<file path="config.mk">
export PLATFORM = sky130hd
export DESIGN_NAME = quad_poly_unit
export DESIGN_NICKNAME = d
export VERILOG_FILES = /design/src/rtl/quad_poly_pkg.sv /design/src/rtl/qp_square.sv /design/src/rtl/qp_linear.sv /design/src/rtl/qp_split.sv /design/src/rtl/quad_poly_unit.sv
export SDC_FILE = /design/constraint.sdc
export NUM_CORES = 1
export LEC_CHECK = 0
export BUFFER_PORTS_ARGS = -buffer_cell sky130_fd_sc_hd__buf_2
export CAP_MARGIN = 20
export CORE_UTILIZATION = 56
export DETAILED_ROUTE_END_ITERATION = 8
export PLACE_DENSITY_LB_ADDON = 0.2
export SLEW_MARGIN = 25
export SYNTH_ARGS = -nofsm -noshare
export SYNTH_HDL_FRONTEND = slang
export SYNTH_HIERARCHICAL = 1
export SYNTH_SLANG_ARGS = --single-unit
export TNS_END_PERCENT = 50
</file>
<file path="constraint.sdc">
create_clock -name vclk -period 4.9
set_input_delay 0.735 -clock vclk [all_inputs]
set_output_delay 0.735 -clock vclk [all_outputs]
set_load 0.02 [all_outputs]
</file>
<file path="src/rtl/quad_poly_pkg.sv">
package quad_poly_pkg;

  // Width of the truncated result for an n-bit operand.
  function automatic int res_width(input int n);
    return 2 * n;
  endfunction

  // Width that holds the exact value: max is 2^(2n) + 2.
  function automatic int exact_width(input int n);
    return 2 * n + 1;
  endfunction

  // Width of the linear term 2X + 3.
  function automatic int lin_width(input int n);
    return n + 2;
  endfunction

endpackage

</file>
<file path="src/rtl/qp_square.sv">
module qp_square #(
  parameter int N = 5,
  localparam int W = quad_poly_pkg::res_width(N)
) (
  input  logic [N-1:0] x_in,
  output logic [W-1:0] sq_out
);

  logic [W-1:0] x_ext;
  logic [W-1:0] acc [N+1];

  assign x_ext  = W'(x_in);
  assign acc[0] = '0;

  // Shift-and-add array: row i adds X << i when bit i of X is set.
  for (genvar i = 0; i < N; i++) begin : g_row
    logic [W-1:0] pp;
    assign pp       = x_in[i] ? (x_ext << i) : '0;
    assign acc[i+1] = acc[i] + pp;
  end

  assign sq_out = acc[N];

endmodule

</file>
<file path="src/rtl/qp_linear.sv">
module qp_linear #(
  parameter int N = 5,
  localparam int LW = quad_poly_pkg::lin_width(N)
) (
  input  logic [N-1:0]  x_in,
  output logic [LW-1:0] lin_out
);

  // 2X + 3: shift left by one, then add the constant.
  assign lin_out = {1'b0, x_in, 1'b0} + LW'(3);

endmodule

</file>
<file path="src/rtl/qp_split.sv">
module qp_split #(
  parameter int N = 5,
  localparam int W  = quad_poly_pkg::res_width(N),
  localparam int EW = quad_poly_pkg::exact_width(N),
  localparam int HW = EW - W
) (
  input  logic [EW-1:0] exact_in,
  output logic [W-1:0]  z_out,
  output logic          ovf_out
);

  assign z_out = exact_in[W-1:0];

  // Any bit above the result width means the value did not fit.
  logic [HW-1:0] hi;
  assign hi      = exact_in[EW-1:W];
  assign ovf_out = |hi;

endmodule

</file>
<file path="src/rtl/quad_poly_unit.sv">
module quad_poly_unit #(
  parameter int N = 5,
  localparam int W  = quad_poly_pkg::res_width(N),
  localparam int EW = quad_poly_pkg::exact_width(N),
  localparam int LW = quad_poly_pkg::lin_width(N)
) (
  input  logic [N-1:0] x_in,
  output logic [W-1:0] z_out,
  output logic         ovf_out
);

  logic [W-1:0]  sq;
  logic [LW-1:0] lin;
  logic [EW-1:0] exact;

  qp_square #(.N(N)) u_square (
    .x_in   (x_in),
    .sq_out (sq)
  );

  qp_linear #(.N(N)) u_linear (
    .x_in    (x_in),
    .lin_out (lin)
  );

  assign exact = EW'(sq) + EW'(lin);

  qp_split #(.N(N)) u_split (
    .exact_in (exact),
    .z_out    (z_out),
    .ovf_out  (ovf_out)
  );

endmodule

</file>
# Word level (Yosys, flattened, before mapping)
# Index checks and enable logic that the tools add are counted.
# totals
out_inout_bits	11
register_bits	0
# op_classes
n_mux	5
addsub	6
# ops
op	count
10-bit adder	3
10-bit by 7-bit adder with 11-bit output	1
10-bit by 9-bit adder with 10-bit output	1
9-bit two-way mux	1
8-bit two-way mux	1
6-bit by 2-bit adder with 7-bit output (second input constant)	1
7-bit two-way mux	1
6-bit two-way mux	1
5-bit two-way mux	1

# Logic depth before layout (Yosys ltp)
# Gate-level depths: netlist of the first run.
# logic_depth
word_depth	6
mapped_depth	18

# Modules after synthesis
# The synthesis of the first run kept the hierarchy.
# by_module_without_submodules
mod	area_each_um2	instances	cells_per_inst
qp_square	551.8	1	65
quad_poly_unit	372.9	1	51
qp_split	82.6	1	11
qp_linear	76.3	1	12

# Least setup slack after synthesis of the first run
# OpenSTA, ideal clock, no wires.
# synth_path
path_type	input -> output
start	input port x_in[4]
end	output port z_out[7]
t_arrival_ns	4.225
path_slack_ns	-0.060
cell_stages	14
t_required_ns	4.165
cell_sequence	and2_1 > inv_1 > fa_1 > inv_1 > fa_1 > fa_1 > ha_1 > fa_1 > ha_1 > o21ai_0 > nand2_1 > a21boi_2 > xor2_1 > buf_4
# synth_via
elab_chain_cells	6
elab_cells_between_ends	11
# synth_rtl
item	line_no	rtl
start, declared	quad_poly_unit.sv:7	input logic [N-1:0] x_in,
5-bit two-way mux or 6-bit two-way mux (tied branches)	qp_square.sv:18	assign pp = x_in[i] ? (x_ext << i) : '0;
10-bit adder (3 in series)	qp_square.sv:19	assign acc[i+1] = acc[i] + pp;
10-bit by 9-bit adder with 10-bit output (*)	qp_square.sv:19	
named net sq[5]	quad_poly_unit.sv:12	logic [W-1:0] sq;
10-bit by 7-bit adder with 11-bit output (*)	quad_poly_unit.sv:26	assign exact = EW'(sq) + EW'(lin);
end, declared	quad_poly_unit.sv:8	output logic [W-1:0] z_out,
# The timed path passes the listed nets; every way through them passes the cells marked *.

# Worst setup path in the final report of the first run
# layout_path
start	input port x_in[0]
end	output port z_out[9]
# The elaborated chain is that of the path after synthesis.

==> results summary, run 1 <==
The wire length per cell came out at 12.4 µm. The post-synth net total is 170. The worst setup path is of the in -> out kind.

The power density relative to cell area is 328 nW/µm². The number of max-capacitance violations reported is 0. The min-delay analysis places its worst path in the category in -> out. The final worst setup slack is -0.131 ns. The post-route DRC violation count came out at 0. The mean instance size in the synthesized netlist is 7.80 µm². Yosys attributes the largest share of cell area to ha_1 (24%), buf_4 (9.7%), fa_1 (9.2%).

The startpoint type of the worst setup path is an input port. The I/O pin total came out at 16. The detailed placement HPWL is 1800 µm.

The global-route wire length before repair is 3460 µm. Cells fill 73.5% of the core in the end. The share of layout cells above drive strength 1 is 31.0%. The number of library cell types mapped by synthesis came out at 29. The number of max-slew violations in the final report is 0. In this run the standard cell core region covers 1760 µm². The count of vias placed by the detailed router is 952. Global routing used 22.0% of the available tracks. The layout clock buffer count came out at 0. The hold-fix buffer count after cts is 0. Measured along the x axis, the die boundary spans 46.0 µm.

STA classifies the critical path endpoint as a primary output. The share of the cycle needed by the critical path after routing is 103%. The flip-flop and latch count is 0. Hold is met by 2.07 ns.

The maximum fanout along the worst path came out at 3. Based on the critical path, the design can be clocked at up to 0.199 GHz. Counting every instance in the synthesized netlist gives 139. After detailed routing, the total wire length is 2220 µm.

The mean number of vias per cell is 5.29. The count of endpoints failing setup in the final report came out at 2. In this run the remaining antenna-violating nets after routing total 0.

The number of inserted diodes is 0. The number of buffers inserted by post-CTS setup repair came out at 0. The floorplan step set the die height to 46.0 µm.

During placement, the flow inserted port buffers numbering 16. The initial DRC count is 13. The total leakage power came out at 0.668 nW. The minimum clock period came out at 5.03 ns. The data required time of the worst path came out at 4.16 ns. In this run the cell area of the synthesized design comes to 1080 µm². The first detailed-routing pass ran for 4 iterations. In the layout the commonest cells are buf_4 (19), ha_1 (18), inv_1 (12), xnor2_1 (10), buf_2 (9). The arrival time at the worst endpoint came out at 4.30 ns. The number of hold-slack violations in the final timing report came to 0.

The via count of the first global-routing pass came out at 827. Routability-driven placement finished with a final weighted congestion of 0.879. Summed over its instances, the top area cell type makes up 24.2% of the synthesized netlist area.

From synthesis to final layout, the design area changed by 19.6%. The layout net count is 188. The initial standard-cell utilization of the core came out at 61.4%. The checks that failed: setup timing.

The area of the die came out at 2110 µm². The worst slack at placement came out at -0.237 ns. The count of synthesis-stage warnings from yosys is 6. The maximum ir drop on the vdd rail is 261 µV. The flow ran to the end, but the final reports show violations. Entering global routing, the biggest net connects 10 pins. The sequential share of the synthesized area came out at 0%. Registers take 0 µm². Counting the fill cells in the layout gives 153.

The global route total overflow is 0. Summed over all instances, the cell type with the most area after synthesis is ha_1. The floorplan has 15 rows. Setup repair after global routing could not meet its margin everywhere.

The library cell used most frequently in the layout, excluding fill and tap cells, is buf_4. The initial antenna violation count is 0.
[through the flow]
| step | setup TNS, ns | total power, mW | cell area [µm²] | instances |
|---|---|---|---|---|
| after detailed placement | -0.816 | 0.372 | 1200 | 180 |
| after floorplan | 0 | 0.321 | 1090 | 139 |
| after CTS | -0.317 | 0.410 | 1270 | 180 |
| after global routing | -0.579 | 0.467 | 1300 | 180 |
| after global placement | -0.515 | 0.363 | 1200 | 180 |
| final | -0.199 | 0.425 | 1300 | 180 |
[kinds of logic (layout without fill, tap and decap cells)]
logic type               count (synthesis)  in the layout  share of synthesized area [%]
AND/OR/NAND/NOR                         36             36                           17.3
adder cells (fa/ha/maj)                 26             26                           33.5
buffers and inverters                   27             43                           14.2
other                                    2              2                          0.693
AO/OA/AOI/OAI                           32             32                           21.4
XOR/XNOR                                16             16                           12.9
[area by class of cell]
| class | count | area [µm²] | share of cell area (%) |
|---|---|---|---|
| Tap cell | 25 | 31.3 | 2.41 |
| Timing Repair Buffer | 30 | 214 | 16.5 |
| Inverter | 13 | 48.8 | 3.76 |
| Multi-Input combinational cell | 112 | 1000 | 77.3 |
[report_power, final]
group	switching (mW)	total (mW)	internal, mW
Clock	0	0	0
Combinational	0.226	0.425	0.199
Sequential	0	0	0
[worst max-delay path, cell delays in order]
cell,delay (ns)
buf_8,0.07
and2_4,0.13
inv_2,0.03
fa_1,0.47
inv_1,0.05
fa_2,0.57
fa_2,0.46
ha_4,0.18
fa_2,0.35
xor2_1,0.17
ha_1,0.35
o21ai_2,0.09
a21oi_1,0.13
a21boi_2,0.18
xor2_1,0.16
buf_4,0.16
[routing by layer]
layer	vias to the layer above	track usage, %	share of wire (%)
met4	0	0	0
met5	-	0	0
met1	431	30.8	47
met3	0	0	3.1
li1	500	-	-
met2	21	40.0	49
[Yosys cell counts (all sizes together)]
master / number
a211o: 1
a211oi: 2
a21boi: 2
a21o: 6
a21oi: 8
a221o: 1
and2: 8
and2b: 1
and3: 1
buf: 14
conb: 2
fa: 5
ha: 21
inv: 13
nand2: 6
nand3: 8
nand4: 1
nor2: 6
nor2b: 4
nor3b: 1
o2111a: 1
o2111ai: 1
o211ai: 1
o21a: 2
o21ai: 5
o21bai: 1
o31a: 1
xnor2: 10
xor2: 6
[final timing paths]
kind | start | endpoint | slack (ns) | cells past startpoint
max | x_in[0] | z_out[9] | -0.13 | 16
min | x_in[0] | z_out[0] | 2.07 | 4
[what timing repair did]
item | in CTS | in global routing
setup endpoints to repair | 5 | 5
gates resized for setup | 16 | 7
pin swaps | 15 | 12
Note: power is estimated with default switching activity, not from simulation.
==> inputs of run 2 (changes only) <==
CORE_AREA = 2 2 39 41   (was default)
CORE_UTILIZATION = default   (was 56)
DIE_AREA = 0 0 41 43   (was default)
SYNTH_HIERARCHICAL = default   (was 1)
==> run 2 against run 1 <==
  * The run now ends clean
  * Highest routed layer unchanged
  * Design area decreased by 45%
  * Sequential share of layout area unchanged
  * Critical path depth is 2 lower
  * Combinational power shrank 69%
  * Critical path type unchanged
  * Maximum frequency increased by 17%
  * First-iteration DRC count fell by 69%
  * Hold slack worse by 0.24 ns
==> results summary, run 2 <==
The flow ran to the end, and the final reports show no timing, DRC or antenna violations. The library cell used most frequently in the layout, excluding fill and tap cells, is ha_1. After detailed routing, the number of vias per cell comes to 5.04.

After routing, the total negative slack on setup checks comes to 0 ns. The largest individual stage delay along the critical path comes from the cell fa_1. The synthesized-area fraction occupied by adder cells came out at 38.3%.

The path class of the tightest hold or removal check is in -> out. The count of endpoints failing setup in the final report came out at 0. Dividing the detail-routed wire length by the instance count gives 9.61 µm. The arrival time at the worst endpoint came out at 3.57 ns. The dominant delay contributor by cell family on the critical path is adder cells. The sequential share of the synthesized area is 0%. The final route contains 569 vias. The logic depth of the worst path, buffers included is 14.

The number of inserted diodes is 0. After legalization and detailed placement, the total HPWL measured 958 µm. The share of layout cells above drive strength 1 is 19.6%. In this run the vertical extent of the chip is 43 µm.

The synthesized netlist devotes 12.6% of its cell area to XOR and XNOR gates. By area, the combinational part of the netlist is dominated by adder cells. At the worst endpoint, the required time is 4.16 ns.

The I/O pin total is 16. Sorting the synthesized cells by how often they occur yields ha_1 (16), inv_1 (9), nand2_1 (7), and2_1 (6). The post-synthesis compound-gate area fraction is 19.4%. The critical path goes through buf_2, nand2_1, inv_1, ha_1, a21o_1, ha_1, fa_1, ha_1, ha_1, o21ai_0, a21boi_0, o21ai_1, nor3_1, buf_2. The final worst setup slack came out at 0.591 ns. The floorplan step defined a die boundary enclosing 1760 µm². The maximum ir drop on the vdd rail came out at 163 µV. STA classifies the critical path endpoint as a primary output.

The worst slack at placement is 0.563 ns. In the layout the commonest cells are ha_1 (16), buf_2 (15), inv_1 (9), nand2_1 (7), and2_1 (6). The number of standard-cell rows in the floorplan is 14. There are 0 flip-flops and latches. The number of max-capacitance violations reported came out at 0. The share of the cycle needed by the critical path after routing came out at 87.9%.

The global route total overflow is 0. The instance count of the mapped netlist is 84. The number of buffers and inverters on the critical path is 3. The initial antenna violation count was 0. In the post-synthesis netlist, the biggest area contributors are ha_1 (32%), xnor2_1 (7.0%), fa_1 (6.4%).

The mean instance size in the synthesized netlist is 7.46 µm². The setup path with the least slack is of type in -> out. Of all cell types, the one taking the most synthesized area is ha_1.

The area of all sequential standard cells is 0 µm². The total power is 0.133 mW. After the last flow step, the layout net total stands at 122.

The top-area cell type share of the netlist area came out at 31.9%. In this run, distinct cell masters in the synthesized netlist total 26. The synthesis-to-layout area growth came out at 13.2%.

The number of buffers inserted by post-CTS setup repair is 0. Routability-driven placement finished with a final weighted congestion of 0.721. The maximum fanout along the worst path is 7. The startpoint type of the worst setup path is an input port.

The largest single stage delay on the critical path is 0.54 ns. The critical path startpoint is x_in[4]. Port buffering added 15 buffers. When the netlist entered floorplanning its net count stood at 107. After detailed routing, the total wire length is 1090 µm. Subtracting the final worst setup slack from the clock period gives 4.31 ns. Among the stages of the critical path, the cell type that occurs most often is ha_1. After synthesis, the share of cell area in mux cells is 0%. The post-route DRC violation count is 0.

The maximum number of pins on one net before global-route repair came out at 10. Setup repair after global routing left no endpoint under its margin. The number of detailed-routing iterations run before antenna repair is 2. The number of hold buffers added after CTS was 0. The number of hold-slack violations in the final timing report is 0. The smallest hold slack is 1.83 ns. The most repeated cell in the gate-level netlist after synthesis is ha_1. The first routing iteration left 4 violations. Counting the fill cells in the layout gives 155. Dividing total power by cell area gives a power density of 187 nW/µm². The count of nets left with antenna violations once routing finished came out at 0. The initial standard-cell utilization of the core is 45.3%. The via count of the first global-routing pass is 518. The overall global routing resource usage is 15.4%. In this run the cell area of the synthesized design comes to 627 µm². The number of max-slew violations in the final report is 0. The count of synthesis-stage warnings from yosys came out at 0. The number of gates resized after CTS was 0. The end point of the critical path is ovf_out. The post-synthesis simple-gate area fraction is 21.8%. The floorplan core area is 1380 µm². In the finished layout, the clock tree contains a buffer count of 0. The global-route wire length before repair is 2010 µm.

The maximum clock rate is 0.232 GHz. The die extent in x came out at 41 µm. The total leakage power is 0.411 nW.
==> run 2: layout make-up <==
| type | count | area, µm² | share of cell area (%) |
|---|---|---|---|
| Multi-Input combinational cell | 73 | 581 | 81.8 |
| Inverter | 9 | 33.8 | 4.76 |
| Timing Repair Buffer | 15 | 75.1 | 10.6 |
| Tap cell | 16 | 20.0 | 2.82 |
==> run 2: worst min-delay path by stage <==
stage                       start  endpoint  slack (ns)  depth (start not counted)
after global placement    x_in[1]  z_out[2]        1.83                          3
after floorplan           x_in[0]  z_out[0]        1.58                          1
after global routing      x_in[0]  z_out[0]        1.87                          3
after CTS                 x_in[1]  z_out[2]        1.84                          3
final                     x_in[1]  z_out[2]        1.83                          3
after detailed placement  x_in[1]  z_out[2]        1.84                          3
==> run 2: per-layer routing <==
layer	vias to the layer above	global-route usage, %	share of wire, %
met5	-	0	0
met2	7	26.6	50
li1	312	-	-
met1	250	22.0	48
met4	0	0	0
met3	0	0	2.2
==> run 2: power breakdown <==
group	internal, mW	total, mW	switching, mW
Combinational	0.0537	0.133	0.0791
Clock	0	0	0
Sequential	0	0	0
Total	0.0537	0.133	0.0791
==> run 2: cells by family (layout without fill, tap and decap cells) <==
group | Yosys count | in the layout
xor gates and xnor gates | 9 | 9
AOI/OAI and AO/OA | 18 | 18
adders and majority gates | 18 | 18
buffers and inverters | 11 | 24
other | 1 | 1
and+or+nand+nor | 27 | 27
==> run 2: per-stage QoR <==
stage	instance area, µm²	cells	util (%)
finish	709	113	51.3
global route	709	113	51.3
CTS	709	113	51.3
detailed placement	709	113	51.3
global placement	709	113	51.3
floorplan	627	84	-
==> run 2: worst min-delay path: stages <==
cell and delay, ns:
buf_2 0.15, nor2_1 0.06, buf_2 0.15
==> inputs of run 3 (changes only) <==
CELL_PAD_IN_SITES_DETAIL_PLACEMENT = 0   (was default)
CELL_PAD_IN_SITES_GLOBAL_PLACEMENT = 1   (was default)
CORE_AREA = default   (was 2 2 39 41)
CORE_UTILIZATION = 37   (was default)
DIE_AREA = default   (was 0 0 41 43)
==> run 3 against run 2 <==
  * Die area increased by 5.7%
  * Cell count unchanged
  * Design area unchanged
  * Via count increased by 2.1%
  * Routed wire length decreased by 1.0%
  * Hold slack improved by 0.00069 ns
  * Critical path type unchanged
==> results summary, run 3 (same netlist as run 2, synthesis figures left out) <==
The overall global routing resource usage came out at 12.7%. The global route total overflow came out at 0. The area of all sequential standard cells is 0 µm². The I/O pin total is 16. The share of layout cells above drive strength 1 is 19.6%. Leaving out fill and tap cells, the most frequent cells in the layout are ha_1 (16), buf_2 (15), inv_1 (9), nand2_1 (7), and2_1 (6). The number of standard-cell rows in the floorplan is 14.

The maximum ir drop on the vdd rail came out at 133 µV. In the routed design, unresolved DRC markers number 0. The aggregate negative setup slack is 0 ns. Entering global routing, the biggest net connects 10 pins. The first global-routing pass estimated 1910 µm of wire. Based on the critical path, the design can be clocked at up to 0.230 GHz. The layout clock buffer count came out at 0.

The path type of the worst setup path is in -> out. The initial utilization of the core area, before any placement, comes to 40.7%. Net switching is 59.6% of the power.

The portion of total power attributed to the clock network came out at 0%. The floorplan core area came out at 1540 µm². The first routing iteration left 4 violations. The layout net count is 122. The antenna violation net count after detailed routing is 0. The count of endpoints failing setup in the final report is 0. Before antenna repair, the detailed router went through 3 iterations.

The via count of the first global-routing pass was 493. The floorplan step set the die width to 43.2 µm. The run finished with clean final reports. The number of buffers inserted by post-CTS setup repair is 0. The worst setup path is captured at a primary output. The share of total power dissipated in sequential elements is 0%.

The count of vias placed by the detailed router is 581. The cell area reported after detailed placement is 709 µm². For this design the total switching power over the nets is 0.0795 mW.

The detailed-route wire length came out at 1080 µm. The area of the die came out at 1860 µm². The detailed placement HPWL came out at 942 µm. The number of inserted diodes is 0.

The data required time of the worst path is 4.16 ns. The number of max-slew violations in the final report is 0. Setup repair after global routing left no endpoint under its margin. The height of the die came out at 43.2 µm. The post-cts repair resize count is 0. The wire length per cell came out at 9.51 µm.

The synthesis-to-layout area growth is 13.2%. The share of the cycle needed by the critical path after routing came out at 88.7%. The minimum clock period came out at 4.34 ns. The arrival time at the worst endpoint is 3.61 ns. The mean number of vias per cell came out at 5.14. The power density relative to cell area is 188 nW/µm². The type of the most critical hold path is in -> out. The count of input and output buffers is 15. Cell internal power was estimated by the tool at 0.0539 mW.

The total leakage power is 0.411 nW. The number of fill cells in the layout came out at 172. The post-route cell area is 709 µm².

The number of max-capacitance violations reported is 0. The startpoint type of the worst setup path is an input port. The library cell used most frequently in the layout, excluding fill and tap cells, is ha_1. The flip-flop and latch count is 0. The initial antenna violation count came out at 0. The number of hold-slack violations in the final timing report came out at 0. In this run, the combinational gates consume 100.0% of the power. The global placement routability congestion came out at 0.752. The hold-fix buffer count after cts came out at 0. In this run the worst path has a maximum fanout of 7.
==> run 3: metrics by stage <==
stage          total power [mW]  worst slack, ns  utilization, %  hold WS, ns  cells
5_1_grt                   0.151            0.263            46.0         1.86    113
4_1_cts                   0.136            0.518            46.0         1.84    113
2_1_floorplan             0.102            0.620               -         1.58     84
3_5_place_dp              0.135            0.525            46.0         1.84    113
3_3_place_gp              0.134            0.581            46.0         1.84    113
6_report                  0.133            0.555            46.0         1.83    113
==> run 3: worst max-delay path, stage by stage <==
cell and delay (ns):
buf_2 0.14, nand2_1 0.09, inv_1 0.04, ha_1 0.18, a21o_1 0.15, ha_1 0.31, fa_1 0.55, ha_1 0.23
ha_1 0.33, o21ai_0 0.13, a21boi_0 0.27, o21ai_1 0.13, nor3_1 0.14, buf_2 0.19
==> run 3: final timing paths <==
kind	slack, ns	endpoint	from	cells after the start
worst max-delay path	0.56	ovf_out	x_in[4]	14
worst min-delay path	1.83	z_out[2]	x_in[1]	3
==> run 3: metal layers <==
metal | up-vias | part of all wire, % | GRT usage [%]
li1 | 311 | - | -
met1 | 261 | 50 | 17.4
met2 | 9 | 48 | 23.6
met3 | 0 | 2.3 | 0
met4 | 0 | 0 | 0
met5 | - | 0 | 0
==> run 3: layout make-up <==
class / instances / area, µm² / share of cell area, %
Inverter: 9 / 33.8 / 4.76
Tap cell: 16 / 20.0 / 2.82
Timing Repair Buffer: 15 / 75.1 / 10.6
Multi-Input combinational cell: 73 / 581 / 81.8
==> run 3: power by group through the flow <==
stage / logic, mW / clock network [mW] / registers [mW]
finish: 0.133 / 0 / 0
global route: 0.151 / 0 / 0
CTS: 0.136 / 0 / 0
detailed placement: 0.135 / 0 / 0
global placement: 0.134 / 0 / 0
floorplan: 0.102 / 0 / 0
